## config.mk

```make
export PLATFORM = sky130hd
export DESIGN_NAME = phy_vcomp_seq
export DESIGN_NICKNAME = d
export VERILOG_FILES = /design/src/rtl/phy_seq_pkg.sv /design/src/rtl/seq_step_table.sv /design/src/rtl/seq_poll_guard.sv /design/src/rtl/phy_vcomp_seq.sv
export SDC_FILE = /design/constraint.sdc
export NUM_CORES = 1
export LEC_CHECK = 0
export ABC_AREA = 0
export BUFFER_PORTS_ARGS = -buffer_cell sky130_fd_sc_hd__buf_2
export CAP_MARGIN = 20
export CORE_MARGIN = 2
export CORE_UTILIZATION = 50
export DETAILED_ROUTE_END_ITERATION = 10
export PLACE_DENSITY = 0.78
export SYNTH_ARGS = -nofsm -noshare
export SYNTH_HDL_FRONTEND = slang
export SYNTH_HIERARCHICAL = 1
export SYNTH_SLANG_ARGS = --single-unit
```

## constraint.sdc

```tcl
create_clock -name clk -period 3.3 [get_ports clk]
set_clock_uncertainty 0.2 [all_clocks]
set_input_delay 0.495 -clock clk [delete_from_list [all_inputs] [get_ports clk]]
set_output_delay 0.495 -clock clk [all_outputs]
set_load 0.03 [all_outputs]
```

## src/rtl/phy_seq_pkg.sv

```systemverilog
package phy_seq_pkg;

    localparam int STEP_W     = 3;
    localparam int STEP_N     = 6;
    localparam int POLL_STEP  = 4;
    localparam int FINAL_STEP = 5;
    localparam int ADDR_W     = 5;
    localparam int DATA_W     = 16;
    localparam int BUSY_BIT   = 14;

    typedef enum logic [1:0] {
        ST_IDLE = 2'd0,
        ST_REQ  = 2'd1,
        ST_GAP  = 2'd2
    } seq_st_e;

    typedef struct packed {
        logic              we;
        logic [ADDR_W-1:0] addr;
        logic [DATA_W-1:0] data;
    } mgmt_op_t;

endpackage

```

## src/rtl/seq_step_table.sv

```systemverilog
module seq_step_table
    import phy_seq_pkg::*;
(
    input  logic [STEP_W-1:0] step_i,
    output mgmt_op_t          op_o
);

    localparam logic [ADDR_W-1:0] CTRL_REG  = 5'h14;
    localparam logic [ADDR_W-1:0] MODE_REG  = 5'h17;
    localparam logic [DATA_W-1:0] KEY_ON    = 16'h0400;
    localparam logic [DATA_W-1:0] KEY_OFF   = 16'h0000;
    localparam logic [DATA_W-1:0] MODE_VAL  = 16'h85E8;
    localparam logic [DATA_W-1:0] FINAL_VAL = 16'h4416;

    always_comb begin
        op_o = '{we: 1'b1, addr: CTRL_REG, data: KEY_ON};
        case (step_i)
            3'd0: op_o = '{we: 1'b1, addr: CTRL_REG, data: KEY_ON};
            3'd1: op_o = '{we: 1'b1, addr: CTRL_REG, data: KEY_OFF};
            3'd2: op_o = '{we: 1'b1, addr: CTRL_REG, data: KEY_ON};
            3'd3: op_o = '{we: 1'b1, addr: MODE_REG, data: MODE_VAL};
            3'd4: op_o = '{we: 1'b0, addr: CTRL_REG, data: '0};
            3'd5: op_o = '{we: 1'b1, addr: CTRL_REG, data: FINAL_VAL};
            default: op_o = '{we: 1'b0, addr: CTRL_REG, data: '0};
        endcase
    end

endmodule

```

## src/rtl/seq_poll_guard.sv

```systemverilog
module seq_poll_guard #(
    parameter int CNT_W = 8
) (
    input  logic             clk,
    input  logic             rst,
    input  logic             arm_i,
    input  logic [CNT_W-1:0] limit_i,
    input  logic             busy_read_i,
    output logic             expire_o
);

    localparam int EXT_W = CNT_W + 1;

    typedef struct packed {
        logic [CNT_W-1:0] cnt;
        logic [CNT_W-1:0] lim;
    } guard_t;

    guard_t g_d, g_q;
    logic [EXT_W-1:0] next_cnt;
    logic [EXT_W-1:0] lim_eff;

    always_comb begin
        g_d      = g_q;
        next_cnt = {1'b0, g_q.cnt} + EXT_W'(1);
        lim_eff  = (g_q.lim == '0) ? EXT_W'(1) : {1'b0, g_q.lim};
        expire_o = busy_read_i && (next_cnt >= lim_eff);
        if (arm_i) begin
            g_d.cnt = '0;
            g_d.lim = limit_i;
        end else if (busy_read_i && !expire_o) begin
            g_d.cnt = next_cnt[CNT_W-1:0];
        end
    end

    always_ff @(posedge clk) begin
        if (rst) g_q <= '0;
        else     g_q <= g_d;
    end

    AST_POLL_CNT_BOUND: assert property (@(posedge clk) disable iff (rst)
        (g_q.cnt == '0) || (g_q.cnt < g_q.lim)) else $error("poll count past limit");

endmodule

```

## src/rtl/phy_vcomp_seq.sv

```systemverilog
module phy_vcomp_seq
    import phy_seq_pkg::*;
#(
    parameter int CNT_W = 8
) (
    input  logic             clk,
    input  logic             rst,
    input  logic             start_i,
    input  logic [CNT_W-1:0] poll_limit_i,
    output logic             mgmt_req_o,
    output logic             mgmt_we_o,
    output logic [4:0]       mgmt_addr_o,
    output logic [15:0]      mgmt_wdata_o,
    input  logic [15:0]      mgmt_rdata_i,
    input  logic             mgmt_ack_i,
    output logic             busy_o,
    output logic             done_o,
    output logic             err_o
);

    typedef struct packed {
        seq_st_e           st;
        logic [STEP_W-1:0] step;
        logic              busy;
        logic              done;
        logic              err;
    } core_t;

    core_t    c_d, c_q;
    mgmt_op_t cur_op;
    logic     arm;
    logic     busy_read;
    logic     expire;
    logic     handshake;

    seq_step_table u_table (
        .step_i (c_q.step),
        .op_o   (cur_op)
    );

    seq_poll_guard #(.CNT_W(CNT_W)) u_guard (
        .clk         (clk),
        .rst         (rst),
        .arm_i       (arm),
        .limit_i     (poll_limit_i),
        .busy_read_i (busy_read),
        .expire_o    (expire)
    );

    always_comb begin
        c_d       = c_q;
        handshake = (c_q.st == ST_REQ) && mgmt_ack_i;
        arm       = (c_q.st == ST_IDLE) && start_i;
        busy_read = handshake && (c_q.step == STEP_W'(POLL_STEP)) && mgmt_rdata_i[BUSY_BIT];
        case (c_q.st)
            ST_IDLE: begin
                if (start_i) begin
                    c_d.st   = ST_REQ;
                    c_d.step = '0;
                    c_d.busy = 1'b1;
                    c_d.done = 1'b0;
                    c_d.err  = 1'b0;
                end
            end
            ST_REQ: begin
                if (handshake) begin
                    if (c_q.step == STEP_W'(POLL_STEP)) begin
                        if (busy_read) begin
                            if (expire) begin
                                c_d.st   = ST_IDLE;
                                c_d.busy = 1'b0;
                                c_d.err  = 1'b1;
                            end else begin
                                c_d.st = ST_GAP;
                            end
                        end else begin
                            c_d.step = STEP_W'(FINAL_STEP);
                            c_d.st   = ST_GAP;
                        end
                    end else if (c_q.step == STEP_W'(FINAL_STEP)) begin
                        c_d.st   = ST_IDLE;
                        c_d.busy = 1'b0;
                        c_d.done = 1'b1;
                    end else begin
                        c_d.step = c_q.step + STEP_W'(1);
                        c_d.st   = ST_GAP;
                    end
                end
            end
            ST_GAP:  c_d.st = ST_REQ;
            default: c_d.st = ST_IDLE;
        endcase
    end

    always_ff @(posedge clk) begin
        if (rst) begin
            c_q.st   <= ST_IDLE;
            c_q.step <= '0;
            c_q.busy <= 1'b0;
            c_q.done <= 1'b0;
            c_q.err  <= 1'b0;
        end else begin
            c_q <= c_d;
        end
    end

    assign mgmt_req_o   = (c_q.st == ST_REQ);
    assign mgmt_we_o    = cur_op.we;
    assign mgmt_addr_o  = cur_op.addr;
    assign mgmt_wdata_o = cur_op.data;
    assign busy_o       = c_q.busy;
    assign done_o       = c_q.done;
    assign err_o        = c_q.err;

    AST_RESET_CLEARS: assert property (@(posedge clk)
        rst |=> (!busy_o && !done_o && !err_o && !mgmt_req_o)) else $error("reset");
    AST_START_RAISES_BUSY: assert property (@(posedge clk) disable iff (rst)
        (start_i && !busy_o) |=> (busy_o && mgmt_req_o)) else $error("start");
    AST_POLL_IS_CTRL_READ: assert property (@(posedge clk) disable iff (rst)
        (mgmt_req_o && !mgmt_we_o) |-> (mgmt_addr_o == 5'h14)) else $error("poll addr");
    AST_REQ_HELD: assert property (@(posedge clk) disable iff (rst)
        (mgmt_req_o && !mgmt_ack_i) |=> (mgmt_req_o && $stable(mgmt_addr_o)
            && $stable(mgmt_we_o) && $stable(mgmt_wdata_o))) else $error("req hold");
    AST_GAP_AFTER_ACK: assert property (@(posedge clk) disable iff (rst)
        (mgmt_req_o && mgmt_ack_i) |=> !mgmt_req_o) else $error("gap");
    AST_NO_REQ_WHEN_IDLE: assert property (@(posedge clk) disable iff (rst)
        !busy_o |-> !mgmt_req_o) else $error("idle req");
    AST_FLAGS_EXCLUSIVE: assert property (@(posedge clk) disable iff (rst)
        !(done_o && err_o)) else $error("flags");
    AST_FLAGS_NOT_BUSY: assert property (@(posedge clk) disable iff (rst)
        (done_o || err_o) |-> !busy_o) else $error("flag busy");

endmodule

```

# Word-level counts from Yosys, hierarchy flattened
# Cells that the tools add are included.
# word_totals
register_bits,24
out_inout_bits,26
word_cells,66
# classes
reduce_logical,18
eq_ne,19
order_cmp,1
addsub,2
mux,19
# ops
cell,count
22-bit case mux with 4 select lines,1
8-bit two-way mux,3
6-bit case mux with 2 select lines,1
6-bit AND reduction,2
"2-bit by 1-bit inequality test with 1-bit output, second input constant",5
5-bit AND reduction,2
"8-bit by 1-bit adder with 9-bit output, second input constant",1
9-bit >= comparator,1
"3-bit inequality test, second input constant",3
8-bit logical NOT,1
2-bit two-way mux,4
"3-bit by 2-bit equality test with 1-bit output, second input constant",2
"3-bit equality test, second input constant",2
1-bit logical AND,6
1-bit two-way mux,6
3-bit two-way mux,2
6-bit two-way mux,1
2-bit case mux with 3 select lines,1
"2-bit inequality test, second input constant",2
2-bit OR reduction,2
"3-bit by 1-bit adder with 3-bit output, second input constant",1
"3-bit by 1-bit equality test with 1-bit output, second input constant",1
3-bit logical NOT,1
"3-bit by 1-bit inequality test with 1-bit output, second input constant",1
other kinds (7),7

# Logic depth before layout (Yosys ltp)
# depth
word_depth,10
depth_mapped,13

# Cells and area by module
# The synthesis kept the hierarchy.
# modules_own_cells
module,cells_each,instances,seq_area_each_um2,area_per_inst_um2
seq_poll_guard,110,1,320.3,975.9
phy_vcomp_seq,56,1,160.2,452.9
seq_step_table,26,1,0.0,185.2

# Worst setup path after synthesis
# No wires, ideal clock.
# synth_timing
path_type,reg-to-reg
from,register u_guard/g_q[8] in the netlist's numbering
to,register c_q (netlist bit busy_o)
path_buffers,1
path_stages_with_launch,13
slack_ns,0.511
setup_ns,0.070
arrival_ns,2.519
required_time_ns,3.030
cell_sequence,dfxtp_1 -> ha_1 -> nand3_1 -> xnor2_1 -> ha_1 -> a21o_1 -> a221oi_2 -> nand2_2 -> buf_2 -> o21a_1 -> a211oi_1 -> o21ai_0 -> a21oi_1
# synth_between
elab_chain_len,5
# synth_lines
item,line,text
from (decl),seq_poll_guard.sv:19,"guard_t g_d, g_q;"
from (signal assigned),seq_poll_guard.sv:38,else g_q <= g_d;
8-bit by 1-bit adder with 9-bit output,seq_poll_guard.sv:25,"next_cnt = {1'b0, g_q.cnt} + EXT_W'(1);"
net u_guard.next_cnt[4],seq_poll_guard.sv:20,logic [EXT_W-1:0] next_cnt;
9-bit >= comparator,seq_poll_guard.sv:27,expire_o = busy_read_i && (next_cnt >= lim_eff);
1-bit logical AND,seq_poll_guard.sv:27,
net expire,phy_vcomp_seq.sv:33,logic expire;
3-bit inequality test (no line),-,
6-bit AND reduction (no line),-,
to (decl),phy_vcomp_seq.sv:29,"core_t c_d, c_q;"
# The timed path passes the listed nets, and every way through them passes these cells.
# A chain may end at the register's enable or synchronous reset.

# Worst setup path in the final report
# Ends and elaborated chain as after synthesis.

==> summary.md <==
| Metric | Value |
|---|---|
| Count of standard-cell rows | 20 |
| Most Frequent Cell on Critical Path | ha_1 |
| Fraction of layout instances using a drive strength above 1 | 0.202 |
| Endpoint arrival time on the critical path | 3.18 ns |
| Count of yosys warnings during synthesis | 6 |
| Number of inserted diodes | 0 |
| Post-route DRC | 0 |
| Endpoints failing setup | 0 |
| Fmax | 321 MHz |
| Worst voltage drop across the vdd grid | 301 uV |
| Hpwl dp | 2210 um |
| Static leakage | 0.775 nW |
| Highest metal used | met4 |
| Critical Path RT | 3.37 ns |
| Count of buffers from port buffering | 30 |
| Detailed route wirelength on metal2 | 1270 um |
| Cts hold-fix bufs | 0 |
| Final Util | 0.565 |
| Min-Delay Path Depth | 3 |
| Register area | 480 um2 |
| FILL cells | 317 |
| Remaining global-route overflow | 0 |
| TritonCTS buffer count | 3 |
| Worst reg2reg setup slack | 0.19 ns |
| Status | complete, no violations |
| Share of synthesized area occupied by flip-flops and latches | 0.298 |
| Number of max-slew violations in the final report | 0 |
| Worst skew pair latency | 0.33 ns |
| Number of distinct library cells after synthesis | 46 |
| Clock tree from TritonCTS | done |
| Synth-to-layout area growth | 6.82% |
| Hold Fails Final Rpt | 0 |
| Clock root buffer | clkbuf_4 |
| Crit path max-delay cell type | dfxtp_1 |
| Largest cells by area after synthesis | dfxtp_1 30%, ha_1 9.3%, buf_4 8.4%, mux2i_1 5.6%, a21oi_1 4.0% |
| Number of standard cells after synthesis | 192 |
| Most area-hungry cell type in the Yosys netlist | dfxtp_1 |
| Critical R2R Capture | busy_o |
| Global-route wire length before repair | 4600 um |
| Clock transition at path regs | 0.13 ns |
| Most used flip-flop cell after synthesis | dfxtp_1 |
| Post-route fraction of the period consumed by the critical path | 0.944 |
| Starting density of the core | 0.529 |
| Cell Count, Final, Fillers Out | 252 |
| Number of antenna violations at the first check in global routing | 0 |
| Die Wd | 60.8 um |
| Proportion of register bits with asynchronous set or reset after synthesis | 0 |
| Beginning of the worst register-to-register path | u_guard/g_q[8] |
| Die footprint | 3700 um2 |
| Met1 WL | 1500 um |
| Footprint of the multi-input gates | 952 um2 |
| Path class of the lowest-slack min-delay path | primary input to flip-flop |
| # placed instances | 249 |
| Count of clock tree sinks | 24 |
| Area share of the largest cell type after synthesis | 0.298 |
| Detailed router's first-iteration violation count | 45 |
| Die span in y | 60.8 um |
| Number of nets in the layout | 250 |
| Hold wc startpoint | poll_limit_i[4] |
| Core outline area | 3050 um2 |
| Post-layout total power | 563 uW |
| Detailed-router iteration count before antenna repair | 4 |
| Flops & latches, synth | 24 |
| Reg2Reg Depth | 11 |
| Routed wirelength normalized by instance count | 11.6 um |
| Deepest clock path buffer count | 2 |
| Number of synthesized flops with an enable pin | 0 |
| Top Ports | 54 |
| Largest net degree at the start of global routing | 19 |
| Nature of the critical path endpoint | flip-flop |
| Total power density per cell area | 327 nW/um2 |
| Met3 wire len | 118 um |
| Cell-by-cell listing of the critical path | ha_1, nand3_1, xnor2_1, ha_1, and3_4, a221oi_2, nand2_4, o21a_1, a211oi_1, o21ai_0, a21oi_1 |
| Global-route total usage across every layer | 0.162 |
| Via Count | 1308 |
| Number of levels in the clock H-tree | 1 |
| Last weighted congestion value of the routability-driven placer | 0.871 |
| Min Clock Period, post-route | 3.11 ns |
| Mapped cell area | 1610 um2 |
| Mean instance size in the synthesized netlist | 8.41 um2 |
| Vias per cell | 5.19 |
| Antenna Violating Nets Remaining | 0 |
| Type of the worst setup path | flip-flop to flip-flop |
| Vias in the first global route | 1098 |
| Delay of the slowest critical-path stage | 0.44 ns |
| Max cap viols | 0 |
| Critical path fanouts, max | 17 |
| Worst Hold Path EP | u_guard/g_q[4] |
| Worst hold slack | 0.195 ns |
| Crit path launch type | flip-flop |
| DRT Wirelength | 2940 um |
==> registers in the layout, indices dropped and copies added, names as in the netlist <==
register	cells
busy_o	1
c_q	5
done_o	1
err_o	1
u_guard/g_q	16
==> layout make-up <==
type                    instances  area share
multi-input cells             136       0.552
clock buffers                   3      0.0131
inverters                      13      0.0283
well taps                      44      0.0319
repair buffers                 32      0.0958
flip-flops and latches         24       0.279
==> what timing repair did <==
item                       CTS  global route
setup endpoints to repair    0             1
setup buffers                0             0
gates resized for setup      0             1
==> where the power goes <==
group | internal, mW | total, mW | switching [mW]
sequential | 0.303 | 0.314 | 0.0109
clock | 0.0430 | 0.132 | 0.0895
combinational | 0.0453 | 0.117 | 0.0719
total | 0.391 | 0.563 | 0.172
==> metal layers <==
layer,global-route usage,up-vias
met4,0.0621,0
met1,0.228,582
met2,0.252,35
li1,-,687
met3,0.0213,4
met5,0,-
==> Yosys cell counts (5+ instances only) <==
cell     count
o21ai_0      5
o31ai_1      7
nand3_1      6
buf_4       18
ha_1        12
or4_1        5
xnor2_1      6
a21oi_1     13
inv_1       13
nor2_1      15
mux2i_1      9
dfxtp_1     24
nand2_1      5
==> kinds of logic (layout without fill, tap and decap cells) <==
group           Yosys count  after routing  synth area share
mux                       9              9            0.0558
flops                    24             24             0.298
buf+inv                  38             48             0.133
xor+xnor                  7              7            0.0380
simple gates             58             58             0.206
other cells               2              8           0.00465
fa+ha+maj                12             12            0.0930
compound gates           42             42             0.172
==> per-stage QoR <==
step	setup TNS, ns	setup WS (ns)	instance area (um2)
after floorplan	0	0.511	1640
after global placement	0	0.255	1700
after detailed placement	0	0.246	1700
after CTS	0	0.198	1720
after global routing	-0.0171	-0.0171	1720
final	0	0.186	1720
==> layout by cell type (no fill, tap or decap), types with 3 or more instances in the layout <==
master	instances
conb_1	8
nand2b_1	3
inv_1	13
buf_2	30
nand2_1	5
nor3_1	3
xnor2_1	6
nand3_1	6
o21ai_0	5
dfxtp_1	24
mux2i_1	9
o21a_1	3
nor2_1	15
ha_1	12
a21o_1	3
or4_1	5
a31oi_1	3
o31ai_1	7
clkbuf_4	3
nand4_1	3
a21oi_1	13
==> worst max-delay path by stage <==
stage,from,endpoint,depth (start not counted)
after CTS,u_guard/g_q[8],busy_o,11
after global routing,u_guard/g_q[8],busy_o,11
after detailed placement,u_guard/g_q[8],busy_o,11
after global placement,u_guard/g_q[8],busy_o,11
final,u_guard/g_q[8],busy_o,11
after floorplan,u_guard/g_q[8],busy_o,12
==> worst max-delay path, delay by kind of cell (launching register included) <==
kind,cells,cell delay (ns)
adders and majority gates,2,0.62
and+or+nand+nor,3,0.52
xor gates and xnor gates,1,0.18
DFF,1,0.44
AOI/OAI and AO/OA,5,1.12
No activity file was read; power rests on OpenSTA's default activity.
